--- src/rtl/nand_rd_pkg.sv ---
package nand_rd_pkg;

   typedef enum logic [1:0] {
      OP_ID    = 2'd0,
      OP_PAGE  = 2'd1,
      OP_SPARE = 2'd2,
      OP_NONE  = 2'd3
   } nand_op_e;

   typedef enum logic [3:0] {
      S_IDLE, S_CMD, S_COL, S_ROW, S_CONF, S_BUSY, S_RDY, S_RD_SPR,
      S_RCMD, S_RCOL, S_RCONF, S_RD_MAIN, S_IDADR, S_RD_ID, S_END
   } seq_state_e;

   typedef enum logic [1:0] {
      BK_NONE, BK_CMD, BK_ADDR, BK_READ
   } byte_kind_e;

   localparam logic [7:0] CMD_READ    = 8'h00;
   localparam logic [7:0] CMD_CONFIRM = 8'h30;
   localparam logic [7:0] CMD_RAND    = 8'h05;
   localparam logic [7:0] CMD_RAND_GO = 8'hE0;
   localparam logic [7:0] CMD_ID      = 8'h90;

   function automatic byte_kind_e kind_of(seq_state_e s);
      case (s)
         S_CMD, S_CONF, S_RCMD, S_RCONF:    return BK_CMD;
         S_COL, S_ROW, S_RCOL, S_IDADR:     return BK_ADDR;
         S_RD_SPR, S_RD_MAIN, S_RD_ID:      return BK_READ;
         default:                           return BK_NONE;
      endcase
   endfunction

endpackage

--- src/rtl/nand_rb_sync.sv ---
module nand_rb_sync #(
   parameter int STAGES = 2
) (
   input  logic clk,
   input  logic rst_n,
   input  logic rb_n,
   output logic rb_s
);
   if (STAGES == 0) begin : g_bypass
      assign rb_s = rb_n;
   end else begin : g_chain
      logic [STAGES-1:0] sh_q;
      always_ff @(posedge clk or negedge rst_n) begin
         if (!rst_n) sh_q[0] <= 1'b1;
         else        sh_q[0] <= rb_n;
      end
      for (genvar i = 1; i < STAGES; i++) begin : g_stage
         always_ff @(posedge clk or negedge rst_n) begin
            if (!rst_n) sh_q[i] <= 1'b1;
            else        sh_q[i] <= sh_q[i-1];
         end
      end
      assign rb_s = sh_q[STAGES-1];
   end
endmodule

--- src/rtl/nand_strobe_timer.sv ---
module nand_strobe_timer #(
   parameter int TW = 4
) (
   input  logic          clk,
   input  logic          rst_n,
   input  logic          start,
   input  logic [TW-1:0] low_len,
   input  logic [TW-1:0] high_len,
   output logic          active,
   output logic          strobe_low,
   output logic          sample,
   output logic          fin
);
   localparam logic [TW-1:0] MIN_T = TW'(2);

   logic          busy_q, phase_q;
   logic [TW-1:0] cnt_q, lo_eff, hi_eff;

   assign lo_eff = (low_len  < MIN_T) ? MIN_T : low_len;
   assign hi_eff = (high_len < MIN_T) ? MIN_T : high_len;

   always_ff @(posedge clk or negedge rst_n) begin
      if (!rst_n) begin
         busy_q  <= 1'b0;
         phase_q <= 1'b0;
         cnt_q   <= '0;
      end else if (!busy_q) begin
         if (start) begin
            busy_q  <= 1'b1;
            phase_q <= 1'b0;
            cnt_q   <= lo_eff - TW'(1);
         end
      end else if (cnt_q != '0) begin
         cnt_q <= cnt_q - TW'(1);
      end else if (!phase_q) begin
         phase_q <= 1'b1;
         cnt_q   <= hi_eff - TW'(1);
      end else begin
         busy_q <= 1'b0;
      end
   end

   assign active     = busy_q;
   assign strobe_low = busy_q && !phase_q;
   assign sample     = busy_q && !phase_q && (cnt_q == '0);
   assign fin        = busy_q &&  phase_q && (cnt_q == '0);
endmodule

--- src/rtl/nand_rd_seq.sv ---
module nand_rd_seq
   import nand_rd_pkg::*;
#(
   parameter int COL_MAX     = 2,
   parameter int ROW_MAX     = 3,
   parameter int TW          = 4,
   parameter int BUSY_POLLS  = 100,
   parameter int SYNC_STAGES = 2
) (
   input  logic                           clk,
   input  logic                           rst_n,
   input  logic [$clog2(COL_MAX+1)-1:0]   cfg_col_bytes,
   input  logic [$clog2(ROW_MAX+1)-1:0]   cfg_row_bytes,
   input  logic [8*COL_MAX-1:0]           cfg_page_size,
   input  logic [TW-1:0]                  cfg_strobe_low,
   input  logic [TW-1:0]                  cfg_strobe_high,
   input  logic                           req_valid,
   input  logic [1:0]                     req_op,
   input  logic [8*ROW_MAX-1:0]           req_row,
   output logic                           req_ready,
   output logic                           out_valid,
   output logic [7:0]                     out_data,
   input  logic                           out_ready,
   output logic                           done,
   output logic                           nand_ce_n,
   output logic                           nand_cle,
   output logic                           nand_ale,
   output logic                           nand_we_n,
   output logic                           nand_re_n,
   output logic [7:0]                     nand_dq_o,
   output logic                           nand_dq_oe,
   input  logic [7:0]                     nand_dq_i,
   input  logic                           nand_rb_n
);
   localparam int PS_W = 8 * COL_MAX;
   localparam int ROW_W = 8 * ROW_MAX;
   localparam int CC_W = $clog2(COL_MAX + 1);
   localparam int RC_W = $clog2(ROW_MAX + 1);
   localparam int PW   = $clog2(BUSY_POLLS + 1);

   if (COL_MAX < 1 || COL_MAX > 4) begin : g_bad_col
      $error("COL_MAX must lie in 1..4");
   end
   if (ROW_MAX < 1 || ROW_MAX > 4) begin : g_bad_row
      $error("ROW_MAX must lie in 1..4");
   end
   if (TW < 2) begin : g_bad_tw
      $error("TW must be at least 2");
   end
   if (BUSY_POLLS < 1) begin : g_bad_polls
      $error("BUSY_POLLS must be at least 1");
   end
   if (SYNC_STAGES < 0 || SYNC_STAGES > 3) begin : g_bad_sync
      $error("SYNC_STAGES must lie in 0..3");
   end

   seq_state_e       st;
   nand_op_e         op_q;
   byte_kind_e       kind;
   logic [PS_W-1:0]  col_sr, ps_q, cnt, spare_len;
   logic [ROW_W-1:0] row_sr;
   logic [CC_W-1:0]  ncol_q, ncol_eff;
   logic [RC_W-1:0]  nrow_q, nrow_eff;
   logic [PW-1:0]    poll_q;
   logic [7:0]       out_q;
   logic             out_v, ce_q, done_q, rb_s;
   logic             go, tmr_active, tmr_low, tmr_sample, tmr_fin;

   assign kind = kind_of(st);

   assign ncol_eff = (cfg_col_bytes == '0) ? CC_W'(1) :
                     (cfg_col_bytes > CC_W'(COL_MAX)) ? CC_W'(COL_MAX) : cfg_col_bytes;
   assign nrow_eff = (cfg_row_bytes == '0) ? RC_W'(1) :
                     (cfg_row_bytes > RC_W'(ROW_MAX)) ? RC_W'(ROW_MAX) : cfg_row_bytes;
   assign spare_len = (ps_q[PS_W-1:5] == '0) ? PS_W'(1) : (ps_q >> 5);

   nand_rb_sync #(.STAGES(SYNC_STAGES)) u_sync (
      .clk(clk), .rst_n(rst_n), .rb_n(nand_rb_n), .rb_s(rb_s)
   );

   assign go = (kind != BK_NONE) && !tmr_active && !((kind == BK_READ) && out_v);

   nand_strobe_timer #(.TW(TW)) u_tmr (
      .clk(clk), .rst_n(rst_n), .start(go),
      .low_len(cfg_strobe_low), .high_len(cfg_strobe_high),
      .active(tmr_active), .strobe_low(tmr_low),
      .sample(tmr_sample), .fin(tmr_fin)
   );

   always_ff @(posedge clk or negedge rst_n) begin
      if (!rst_n) begin
         st     <= S_IDLE;
         op_q   <= OP_ID;
         col_sr <= '0;
         row_sr <= '0;
         ps_q   <= '0;
         ncol_q <= CC_W'(1);
         nrow_q <= RC_W'(1);
         cnt    <= '0;
         poll_q <= '0;
         out_q  <= '0;
         out_v  <= 1'b0;
         ce_q   <= 1'b1;
         done_q <= 1'b0;
      end else begin
         done_q <= 1'b0;
         if (out_v && out_ready) out_v <= 1'b0;
         if (tmr_sample && kind == BK_READ) begin
            out_q <= nand_dq_i;
            out_v <= 1'b1;
         end
         case (st)
            S_IDLE: if (req_valid && req_op != OP_NONE) begin
               op_q   <= nand_op_e'(req_op);
               col_sr <= cfg_page_size;
               row_sr <= req_row;
               ps_q   <= cfg_page_size;
               ncol_q <= ncol_eff;
               nrow_q <= nrow_eff;
               ce_q   <= 1'b0;
               st     <= S_CMD;
            end
            S_CMD: if (tmr_fin) begin
               st  <= (op_q == OP_ID) ? S_IDADR : S_COL;
               cnt <= PS_W'(ncol_q - CC_W'(1));
            end
            S_COL: if (tmr_fin) begin
               col_sr <= col_sr >> 8;
               if (cnt == '0) begin
                  st  <= S_ROW;
                  cnt <= PS_W'(nrow_q - RC_W'(1));
               end else cnt <= cnt - PS_W'(1);
            end
            S_ROW: if (tmr_fin) begin
               row_sr <= row_sr >> 8;
               if (cnt == '0) st <= S_CONF;
               else           cnt <= cnt - PS_W'(1);
            end
            S_CONF: if (tmr_fin) begin
               st     <= S_BUSY;
               poll_q <= '0;
            end
            S_BUSY: begin
               if (!rb_s || poll_q == PW'(BUSY_POLLS - 1)) st <= S_RDY;
               else poll_q <= poll_q + PW'(1);
            end
            S_RDY: if (rb_s) begin
               st  <= S_RD_SPR;
               cnt <= spare_len - PS_W'(1);
            end
            S_RD_SPR: if (tmr_fin) begin
               if (cnt == '0) st <= (op_q == OP_PAGE) ? S_RCMD : S_END;
               else           cnt <= cnt - PS_W'(1);
            end
            S_RCMD: if (tmr_fin) begin
               st  <= S_RCOL;
               cnt <= PS_W'(1);
            end
            S_RCOL: if (tmr_fin) begin
               if (cnt == '0) st <= S_RCONF;
               else           cnt <= cnt - PS_W'(1);
            end
            S_RCONF: if (tmr_fin) begin
               st  <= S_RD_MAIN;
               cnt <= ps_q - PS_W'(1);
            end
            S_RD_MAIN: if (tmr_fin) begin
               if (cnt == '0) st <= S_END;
               else           cnt <= cnt - PS_W'(1);
            end
            S_IDADR: if (tmr_fin) begin
               st  <= S_RD_ID;
               cnt <= PS_W'(4);
            end
            S_RD_ID: if (tmr_fin) begin
               if (cnt == '0) st <= S_END;
               else           cnt <= cnt - PS_W'(1);
            end
            S_END: begin
               ce_q   <= 1'b1;
               done_q <= 1'b1;
               st     <= S_IDLE;
            end
            default: st <= S_IDLE;
         endcase
      end
   end

   always_comb begin
      nand_dq_o = 8'h00;
      case (st)
         S_CMD:   nand_dq_o = (op_q == OP_ID) ? CMD_ID : CMD_READ;
         S_CONF:  nand_dq_o = CMD_CONFIRM;
         S_RCMD:  nand_dq_o = CMD_RAND;
         S_RCONF: nand_dq_o = CMD_RAND_GO;
         S_COL:   nand_dq_o = col_sr[7:0];
         S_ROW:   nand_dq_o = row_sr[7:0];
         default: nand_dq_o = 8'h00;
      endcase
   end

   assign nand_cle   = (kind == BK_CMD);
   assign nand_ale   = (kind == BK_ADDR);
   assign nand_dq_oe = nand_cle || nand_ale;
   assign nand_we_n  = !(tmr_low && nand_dq_oe);
   assign nand_re_n  = !(tmr_low && kind == BK_READ);
   assign nand_ce_n  = ce_q;
   assign done       = done_q;
   assign req_ready  = (st == S_IDLE);
   assign out_valid  = out_v;
   assign out_data   = out_q;
endmodule

--- config.mk ---
export PLATFORM = sky130hd
export DESIGN_NAME = nand_rd_seq
export DESIGN_NICKNAME = d
export VERILOG_FILES = /design/src/rtl/nand_rd_pkg.sv /design/src/rtl/nand_rb_sync.sv /design/src/rtl/nand_strobe_timer.sv /design/src/rtl/nand_rd_seq.sv
export SDC_FILE = /design/constraint.sdc
export NUM_CORES = 1
export LEC_CHECK = 0
export BUFFER_PORTS_ARGS = -buffer_cell sky130_fd_sc_hd__buf_2
export CORE_UTILIZATION = 45
export CTS_BUF_LIST = sky130_fd_sc_hd__clkbuf_8
export DETAILED_ROUTE_END_ITERATION = 16
export GPL_TIMING_DRIVEN = 0
export PLACE_DENSITY = 0.65
export SYNTH_ARGS = -nofsm -noshare
export SYNTH_HDL_FRONTEND = slang
export SYNTH_HIERARCHICAL = 1
export SYNTH_SLANG_ARGS = --single-unit
--- constraint.sdc ---
create_clock -name clk -period 6.3 [get_ports clk]
set_clock_uncertainty 0.05 [all_clocks]
set_input_delay 0.315 -clock clk [delete_from_list [all_inputs] [get_ports clk]]
set_output_delay 0.315 -clock clk [all_outputs]
set_load 0.02 [all_outputs]
# Word-level counts from Yosys, hierarchy flattened
# Memories as Yosys holds them, arrays and structs flattened.
# Cells that the tools add are included.
[word_totals]
regBits = 108
memories = 1
mem_bits_rw = 0
latch_bits = 0
out_inout_bits = 25
in_bits = 67
rom_bits = 32
elab_cells = 187
[mem_list]
columns = ["name", "depth", "word_bits", "read_ports", "rd_ports_with_merged_regs", "write_ports", "line", "source"]
rows = [
  ["(name not given)", 16, 2, 1, 0, 0, "nand_rd_pkg.sv:26", "case (s)"],
]
[op_classes]
multipliers = 0
n_eq_ne = 43
div = 0
shifts = 0
mux = 65
n_reduce_logical = 47
bitwise_logic = 0
add_sub_neg = 9
magnitude_cmp = 4
[op_table]
columns = ["cell", "n"]
rows = [
  ["16-bit 2-to-1 mux", 11],
  ["16-bit one-hot mux with 7 select lines", 1],
  ["4-bit 2-to-1 mux", 25],
  ["4-bit one-hot mux with 13 select lines", 1],
  ["24-bit 2-to-1 mux", 2],
  ["24-bit one-hot mux with 2 select lines", 1],
  ["8-bit one-hot mux with 6 select lines", 1],
  ["2-bit != test (second input constant)", 18],
  ["16-bit one-hot mux with 2 select lines", 1],
  ["16-bit by 1-bit subtractor with 16-bit output (second input constant)", 2],
  ["4-bit == test (second input constant)", 7],
  ["18-bit AND reduction", 1],
  ["4-bit by 3-bit == test with 1-bit output (second input constant)", 4],
  ["16-bit zero test", 1],
  ["7-bit 2-to-1 mux", 2],
  ["7-bit one-hot mux with 2 select lines", 1],
  ["2-bit nonzero test", 7],
  ["1-bit logical AND", 12],
  ["11-bit by 1-bit subtractor with 12-bit output (second input constant)", 1],
  ["4-bit by 1-bit subtractor with 4-bit output (second input constant)", 3],
  ["11-bit zero test", 1],
  ["1-bit 2-to-1 mux", 11],
  ["11-bit 2-to-1 mux", 1],
  ["2-bit by 1-bit != test with 1-bit output (second input constant)", 5],
  ["25 further kinds", 48],
]

# Longest topological paths before layout
# Gate-level depths: netlist of the first run.
# An unclocked memory read counts as a cell.
[logic_depth]
depth_word = 7
depth_mapped = 13
depth_no_buf = 12

# Cells and area by module
# The synthesis of the first run kept the hierarchy.
[modules_own_cells]
columns = ["mod", "area_each_um2", "cells_per_inst", "instances", "seq_area_each_um2"]
rows = [
  ["nand_rd_seq", 6010.8, 674, 1, 2506.2],
  ["nand_strobe_timer", 391.6, 47, 1, 150.1],
  ["nand_rb_sync", 52.6, 2, 1, 52.6],
]

# Worst setup path after synthesis of the first run
# OpenSTA, ideal clock, no wires.
[synth_timing]
kind = "register to register"
from = "reg st[3]"
to = "reg u_tmr.cnt_q[0]"
setup_ns = 0.136
slack_ns = 3.637
required_ns = 6.114
synth_period_minus_slack_ns = 2.663
stages_incl_launch_ff = 12
arrival_ns = 2.477
path_buffers = 3
cell_sequence = "dfrtp_1 -> buf_2 -> buf_1 -> buf_2 -> o21ai_0 -> o21ai_0 -> inv_1 -> ha_1 -> a211oi_1 -> o22ai_2 -> nand2_1 -> o21ai_0"
[synth_between]
elab_chain_cells = 7
elab_cells_between_ends = 9
cone_classes = "1 x eq/ne; 7 x reduce/logical; 1 x memory"
[synth_rtl]
columns = ["item", "line", "source"]
rows = [
  ["start, declared", "nand_rd_seq.sv:57", "seq_state_e st;"],
  ["start signal, assigned", "nand_rd_seq.sv:124", "st <= (op_q == OP_ID) ? S_IDADR : S_COL;"],
  ["start signal, assigned", "nand_rd_seq.sv:152", "if (cnt == '0) st <= (op_q == OP_PAGE) ? S_RCMD : S_END;"],
  ["memory 16 x 2 bit (*)", "--", ""],
  ["2-bit == test", "nand_rd_seq.sv:81", "assign go = (kind != BK_NONE) && !tmr_active && !((kind == BK_READ) && out_v);"],
  ["1-bit logical AND", "nand_rd_seq.sv:81", ""],
  ["1-bit zero test", "nand_rd_seq.sv:81", ""],
  ["1-bit logical AND (*)", "nand_rd_seq.sv:81", ""],
  ["via go", "nand_rd_seq.sv:67", "logic go, tmr_active, tmr_low, tmr_sample, tmr_fin;"],
  ["2-bit nonzero test (no source line) (*)", "--", ""],
  ["2-bit AND reduction (no source line) (*)", "--", ""],
  ["end signal, assigned", "nand_strobe_timer.sv:31", "cnt_q <= lo_eff - TW'(1);"],
  ["end signal, assigned", "nand_strobe_timer.sv:34", "cnt_q <= cnt_q - TW'(1);"],
  ["end signal, assigned", "nand_strobe_timer.sv:37", "cnt_q <= hi_eff - TW'(1);"],
  ["end, declared", "nand_strobe_timer.sv:17", "logic [TW-1:0] cnt_q, lo_eff, hi_eff;"],
]
# The timed path passes the listed nets; every way through them passes the cells marked *.
# A chain may end at the register's enable or synchronous reset.

# Final worst setup path of the first run
# Same ends and word-level chain as after synthesis.

==> results.sh, run 1 <==
export IMPL_first_iter_violations=355
export IMPL_clk_pin_slew_ps=110
export IMPL_power_leakage_nw=3.26
export IMPL_cp_data_required_time_ps=6520
export IMPL_rows=43
export IMPL_post_place_ws_ps=2920
export IMPL_grt_pass1_vias=5539
export IMPL_nFillCells=1309
export IMPL_nets=910
export IMPL_portBuffers=90
export IMPL_antenna_found_initial=0
export IMPL_fin_total_pwr_mw=3.87
export IMPL_io_pins=92
export IMPL_intPower_mw=1.99
export IMPL_fin_ws_ps=2840
export IMPL_drc=0
export IMPL_start_util=0.463
export IMPL_grt_setup_unrepaired="false"
export IMPL_syn_to_final_growth_pct=14.0
export IMPL_cp_start_kind="flip-flop"
export IMPL_diodes=0
export IMPL_final_setup_viol_count=0
export IMPL_ant_nets=0
export IMPL_p_seq_frac=0.322
export IMPL_syn_avg_cell_area_um2=8.93
export IMPL_synthArstFlopShare=1.00
export IMPL_worst_path_max_fanout=10
export IMPL_numCtsBuffers=9
export IMPL_critPathKind="reg -> reg"
export IMPL_via_per_inst=5.78
export IMPL_die_area_um2=14800
export IMPL_critPathLaunch="st[3]"
export IMPL_die_w_um=122
export IMPL_drt_pass1_iterations=6
export IMPL_grt_max_degree=62
export IMPL_worstMarginPinSlew_ps=756
export IMPL_endpoint="u_tmr/cnt_q[0]"
export IMPL_vias=5852
export IMPL_core_area_um2=13900
export IMPL_cts_tree="built"
export IMPL_grt_first_pass_wirelength_um=27400
export IMPL_tns_ps=0
export IMPL_grt_overflow_total=0
export IMPL_track_usage=0.235
export IMPL_ff2ff_setup_slack_ps=2840
export IMPL_crit_arrival_ps=3680
export IMPL_synth_distinct_cells=74
export IMPL_netlist_area_um2=6450
export IMPL_drv_cap=0
export IMPL_ir_worst_vdd_v=0.000228
export IMPL_ys_flop_type="dfrtp_1"
export IMPL_routedWlPerCell_um=16.5
export IMPL_synth_seq_cells=108
export IMPL_multiInputGateArea_um2=3420
export IMPL_seq_area_frac_synth=0.420
export IMPL_cts_buffer_depth=2
export IMPL_finalHoldViolCount=0
export IMPL_p_switching_mw=1.88
export IMPL_hp_class="in -> reg"
export IMPL_power_density_nw_per_um2=526
export IMPL_cts_max_level=3
export IMPL_drive_gt1_frac=0.225
export IMPL_fmax_mhz=289
export IMPL_syn_instance_count=723
export IMPL_gp_congestion=0.944
export IMPL_finish_instance_area_um2=7360
export IMPL_syn_num_nets=806
export IMPL_clock_root_buffer="clkbuf_8"
export IMPL_timing_rr_start="st[3]"
export IMPL_synth_edff_count=0
export IMPL_finalCritPeriodShare=0.549
export IMPL_status="completed"
export IMPL_place_area_um2=7160
export IMPL_slew_viol_final=0
export IMPL_hold_ws_ps=30.3
export IMPL_drt_total_wl_um=16700
export IMPL_r2r_cells=11
export IMPL_clkLatencyLatePin_ps=400
export IMPL_dieHeight_um=122
export IMPL_netSwitchingFraction=0.486
export IMPL_synth_warnings=6
export IMPL_place_hpwl_um=12500
export IMPL_rr_endpoint="u_tmr/cnt_q[0]"
export IMPL_power_frac_comb=0.570
export IMPL_clockPowerShare=0.107
export IMPL_slew_headroom=0.483
export IMPL_min_period_ps=3460
export IMPL_regArea_um2=2710
export IMPL_critPathCaptureType="flip-flop"
export IMPL_cts_setup_buffers=0
export IMPL_cts_sinks=108
==> state kept, by name, summed over array words and instances (netlist names) <==
| signal | count |
|---|---|
| cnt | 16 |
| row_sr | 24 |
| out_data | 8 |
| u_tmr/active | 1 |
| nand_ce_n | 1 |
| u_tmr/phase_q | 1 |
| u_sync/g_chain.sh_q | 1 |
| u_tmr/cnt_q | 4 |
| done | 1 |
| ncol_q | 2 |
| col_sr | 16 |
| poll_q | 7 |
| u_sync/rb_s | 1 |
| ps_q | 16 |
| st | 4 |
| op_q | 2 |
| nrow_q | 2 |
| out_valid | 1 |
==> worst min path at each step <==
stage	start	endpoint	slack (ps)	depth (start not counted)
final	cfg_col_bytes[1]	ncol_q[0]	30	2
after global routing	cfg_col_bytes[1]	ncol_q[0]	40	2
after CTS	cfg_col_bytes[1]	ncol_q[0]	20	2
after detailed placement	u_sync/g_chain.sh_q[0]	u_sync/rb_s	300	0
after global placement	u_sync/g_chain.sh_q[0]	u_sync/rb_s	300	0
after floorplan	rst_n	cnt[0]	-30	0
==> layer usage <==
layer,GRT usage,up-vias,wire length (um)
met4,0.0849,0,341
met5,0,-,0
met2,0.365,224,7540
met1,0.335,2811,7860
li1,-,2791,-
met3,0.0309,26,981
==> kinds of logic (layout without fill, tap and decap cells) <==
group / count (synthesis) / in the layout / share of synthesized area
compound gates: 197 / 197 / 0.194
simple gates: 265 / 265 / 0.206
buf+inv: 75 / 184 / 0.0498
fa+ha+maj: 16 / 16 / 0.0310
flops: 108 / 108 / 0.420
xor+xnor: 19 / 19 / 0.0258
mux: 43 / 43 / 0.0731
==> placed cells by master, fill, tap and decap left out, types with 5 or more instances in the layout <==
cell,instances
o31ai_1,7
o21ai_0,66
nand2_1,102
nor3_1,13
xnor2_1,12
nand3_1,20
nor4_1,10
nand2b_1,6
nor2b_1,6
dfstp_2,5
o2bb2ai_1,5
inv_1,30
clkbuf_8,9
a21oi_1,29
a31oi_1,18
a211oi_1,6
clkbuf_1,21
buf_2,106
xor2_1,7
nand4_1,7
mux2i_1,13
o21ai_1,20
dfrtp_1,103
and2_1,5
nor2_1,60
ha_1,16
mux2_2,28
==> layout make-up <==
class	instances	share of cell area
inverter	31	0.0158
tap	180	0.0306
multi-input combinational	540	0.465
clock buffer	9	0.0168
sequential	108	0.368
timing repair buffer	93	0.0680
buffer	44	0.0279
clock inverter	7	0.00765
==> critical path, cell delays in order, from the launching register on <==
cell,delay [ps]
dfrtp_1,500
buf_2,270
buf_1,450
buf_2,310
o21ai_0,110
o21ai_0,450
inv_1,140
ha_1,220
a211oi_1,420
o22ai_2,230
nand2_1,110
o21ai_0,70
==> power by group through the flow <==
stage               Combinational, mW  Clock (mW)  Sequential, mW
detailed placement               2.19           0            1.26
finish                           2.21       0.416            1.25
global route                     2.45       0.448            1.29
global placement                 2.14           0            1.25
floorplan                        1.63           0            1.21
CTS                              2.19       0.428            1.25
==> what timing repair did <==
action                                 CTS  global route
endpoints found under the hold margin   45             0
hold buffers                             2             0
gates resized for setup                  0             0
==> through the flow <==
step | util | std cells
after CTS | 0.528 | 1012
after detailed placement | 0.514 | 994
after global placement | 0.512 | 993
after floorplan | - | 723
final | 0.528 | 1012
after global routing | 0.528 | 1012
==> synthesized netlist by cell type, types with 4 or more instances <==
master	number	share of area
a31oi_1	18	0.017
nand3_1	20	0.016
a2111oi_0	4	0.0054
nor4_1	10	0.0097
a21oi_1	29	0.022
a22o_1	4	0.0054
nand2b_1	6	0.0058
xor2_1	7	0.0095
nor3_1	13	0.010
o2bb2ai_1	5	0.0068
dfrtp_1	103	0.40
xnor2_1	12	0.016
nor2_1	60	0.035
a221o_1	4	0.0062
mux2_2	28	0.049
o21ai_1	20	0.016
mux2i_1	13	0.020
nor2b_1	6	0.0058
a211oi_1	6	0.0070
nand4_1	7	0.0068
a22oi_1	4	0.0047
nand2_1	102	0.059
and2_1	5	0.0048
inv_1	30	0.017
dfstp_2	5	0.020
and3_1	4	0.0039
buf_2	17	0.013
or3_1	4	0.0039
o31ai_1	7	0.0081
ha_1	16	0.031
o21ai_0	66	0.051
clkbuf_1	21	0.012
nor3b_1	4	0.0047
Power figures use the tool's default switching activity.
==> run 2: changes to the inputs <==
--- a/config.mk
+++ b/config.mk
@@ -5,12 +5,13 @@
 export SDC_FILE = /design/constraint.sdc
 export NUM_CORES = 1
 export LEC_CHECK = 0
+export ABC_AREA = 1
 export BUFFER_PORTS_ARGS = -buffer_cell sky130_fd_sc_hd__buf_2
 export CORE_UTILIZATION = 45
 export CTS_BUF_LIST = sky130_fd_sc_hd__clkbuf_8
 export DETAILED_ROUTE_END_ITERATION = 16
 export GPL_TIMING_DRIVEN = 0
-export PLACE_DENSITY = 0.65
+export PLACE_DENSITY = 0.67
 export SYNTH_ARGS = -nofsm -noshare
 export SYNTH_HDL_FRONTEND = slang
 export SYNTH_HIERARCHICAL = 1
==> constraint.sdc (replaced) <==
create_clock -name clk -period 3.1 [get_ports clk]
set_clock_uncertainty 0.05 [all_clocks]
set_input_delay 0.155 -clock clk [delete_from_list [all_inputs] [get_ports clk]]
set_output_delay 0.155 -clock clk [all_outputs]
set_load 0.02 [all_outputs]
==> run 2 against run 1 <==
  * Register-to-register slack worse by 2300 ps
  * Die area up 4.5%
  * Power up 110%
  * Critical endpoint is now nand_dq_o[7]
==> results.sh, run 2 <==
export IMPL_status="completed"
export IMPL_yosysMostFrequentCell="nand2_1"
export IMPL_die_w_um=124
export IMPL_rows=44
export IMPL_timing_rr_start="st[0]"
export IMPL_ant_nets=0
export IMPL_seq_area_frac_synth=0.401
export IMPL_synth_area_leader_cell="dfrtp_1"
export IMPL_cts_tree="built"
export IMPL_p_switching_mw=4.03
export IMPL_clkLatencyLatePin_ps=390
export IMPL_worstMarginPinSlew_ps=560
export IMPL_largest_reg_flops=24
export IMPL_p_seq_frac=0.313
export IMPL_intPower_mw=4.05
export IMPL_drive_gt1_frac=0.167
export IMPL_synth_seq_cells=108
export IMPL_syn_avg_cell_area_um2=7.31
export IMPL_largest_register="row_sr"
export IMPL_ys_flop_type="dfrtp_1"
export IMPL_routedWlPerCell_um=14.6
export IMPL_rr_endpoint="nrow_q[0]"
export IMPL_grt_max_degree=70
export IMPL_drt_total_wl_um=18600
export IMPL_post_place_ws_ps=645
export IMPL_synth_warnings=6
export IMPL_fin_ws_ps=263
export IMPL_layout_common_cells="nand2_1 (214), inv_1 (122), dfrtp_1 (103)"
export IMPL_slew_headroom=0.627
export IMPL_cts_max_level=3
export IMPL_clock_root_buffer="clkbuf_8"
export IMPL_synth_top_area_share=0.382
export IMPL_ff2ff_setup_slack_ps=510
export IMPL_fmax_mhz=352
export IMPL_dieHeight_um=124
export IMPL_cts_buffer_depth=2
export IMPL_clk_pin_slew_ps=120
export IMPL_via_per_inst=5.23
export IMPL_antenna_found_initial=0
export IMPL_syn_instance_count=923
export IMPL_critPathCaptureType="primary output"
export IMPL_cp_start_kind="flip-flop"
export IMPL_fin_total_pwr_mw=8.08
export IMPL_r2r_cells=11
export IMPL_grt_first_pass_wirelength_um=31500
export IMPL_clockPowerShare=0.114
export IMPL_syn_to_final_growth_pct=21.8
export IMPL_die_area_um2=15500
export IMPL_vias=6638
export IMPL_drc=0
export IMPL_synth_distinct_cells=51
export IMPL_synthArstFlopShare=1.00
export IMPL_critPathLaunch="st[0]"
export IMPL_worst_path_max_fanout=10
export IMPL_power_leakage_nw=4.01
export IMPL_synth_edff_count=0
export IMPL_grt_overflow_total=0
export IMPL_cts_sinks=108
export IMPL_ir_worst_vdd_v=0.000599
export IMPL_min_period_ps=2840
export IMPL_netSwitchingFraction=0.499
export IMPL_nets=1163
export IMPL_drv_cap=0
export IMPL_final_setup_viol_count=0
export IMPL_core_area_um2=14600
export IMPL_cp_data_required_time_ps=2890
export IMPL_synth_common_cells="nand2_1 (214), inv_1 (121), dfrtp_1 (103)"
export IMPL_power_frac_comb=0.573
export IMPL_finalCritPeriodShare=0.915
export IMPL_mostFrequentLayoutCell="nand2_1"
export IMPL_slew_viol_final=0
export IMPL_critPathKind="reg -> out"
export IMPL_crit_arrival_ps=2630
export IMPL_first_iter_violations=533
export IMPL_tns_ps=0
export IMPL_hp_class="in -> reg"
export IMPL_ys_top_cells_by_area="dfrtp_1 (38%), nand2_1 (12%), o21ai_0 (6.7%)"
export IMPL_grt_pass1_vias=6499
export IMPL_netlist_area_um2=6750
export IMPL_drt_pass1_iterations=5
export IMPL_numCtsBuffers=9
export IMPL_gp_congestion=0.899
export IMPL_grt_setup_unrepaired="false"
export IMPL_power_density_nw_per_um2=983
export IMPL_start_util=0.463
export IMPL_place_hpwl_um=13700
export IMPL_endpoint="nand_dq_o[7]"
export IMPL_syn_num_nets=1006
export IMPL_track_usage=0.250
export IMPL_finalHoldViolCount=0
export IMPL_nFillCells=1393
export IMPL_portBuffers=90
export IMPL_io_pins=92
[run 2: cell types whose count changed in the layout (fill, tap and decap cells not counted), sizes merged, moves of 22 or more]
cell / before / now
dlygate4sd3: 2 / 55
nand2: 102 / 225
nor2: 63 / 115
inv: 35 / 137
mux2: 30 / 8
nand3: 20 / 86
[run 2: critical path: stages (launching register included)]
cell	delay, ps
dfrtp_1	450
inv_1	130
ha_1	350
nand2_1	170
nor2_2	230
inv_2	150
clkbuf_1	280
o2111ai_1	270
buf_2	220
[run 2: worst min path at each step]
stage | depth (start not counted) | from | slack, ps | to
6_report | 3 | req_row[12] | 30 | row_sr[12]
5_1_grt | 3 | req_row[12] | 40 | row_sr[12]
4_1_cts | 3 | req_row[12] | 10 | row_sr[12]
3_5_place_dp | 1 | rst_n | 120 | cnt[14]
3_3_place_gp | 1 | nand_rb_n | 220 | u_sync/g_chain.sh_q[0]
2_1_floorplan | 0 | rst_n | -190 | cnt[0]
[run 2: cell families (layout without fill, tap and decap cells)]
| logic type | count (synthesis) | count (layout) | share of synthesized area |
|---|---|---|---|
| flops | 108 | 108 | 0.401 |
| mux | 8 | 8 | 0.0133 |
| compound gates | 169 | 169 | 0.143 |
| fa+ha+maj | 16 | 16 | 0.0297 |
| xor+xnor | 11 | 11 | 0.0143 |
| buf+inv | 160 | 322 | 0.0996 |
| other cells | 0 | 1 | 0 |
| simple gates | 451 | 451 | 0.299 |
[run 2: final cells by class]
class | count | area [um2] | share of cell area
flip-flops and latches | 108 | 2710 | 0.329
diodes | 1 | 2.50 | 0.000304
multi-input cells | 655 | 3370 | 0.410
clock inverters | 7 | 85.1 | 0.0103
clock buffers | 9 | 124 | 0.0151
repair buffers | 146 | 1030 | 0.125
inverters | 136 | 520 | 0.0633
well taps | 184 | 230 | 0.0280
plain buffers | 24 | 151 | 0.0184
[run 2: stage by stage]
| step | instance area [um2] | utilization | hold slack, ps | std cells |
|---|---|---|---|---|
| final | 8220 | 0.564 | 34.0 | 1270 |
| after global routing | 8220 | 0.563 | 36.6 | 1269 |
| after floorplan | 6750 | - | -191 | 923 |
| after global placement | 7430 | 0.509 | 216 | 1197 |
| after CTS | 8220 | 0.563 | 12.9 | 1269 |
| after detailed placement | 7460 | 0.511 | 121 | 1198 |
[run 2: metal layers]
metal	wire, um	GRT usage
met2	8920	0.418
met4	356	0.0680
met1	8170	0.325
met3	1120	0.0541
met5	0	0
[run 2: power by group through the flow]
stage                     Combinational [mW]  Clock (mW)  Sequential [mW]
after global placement                  4.47           0             2.53
after floorplan                         3.36           0             2.50
after CTS                               4.61       0.952             2.52
after global routing                    5.23       0.999             2.61
after detailed placement                4.53           0             2.55
final                                   4.63       0.925             2.53
[run 2: repair_timing]
item,4_1_cts,5_1_grt
gates resized for setup,0,0
endpoints found under the hold margin,103,0
hold buffers,55,0
buffers inserted,0,0
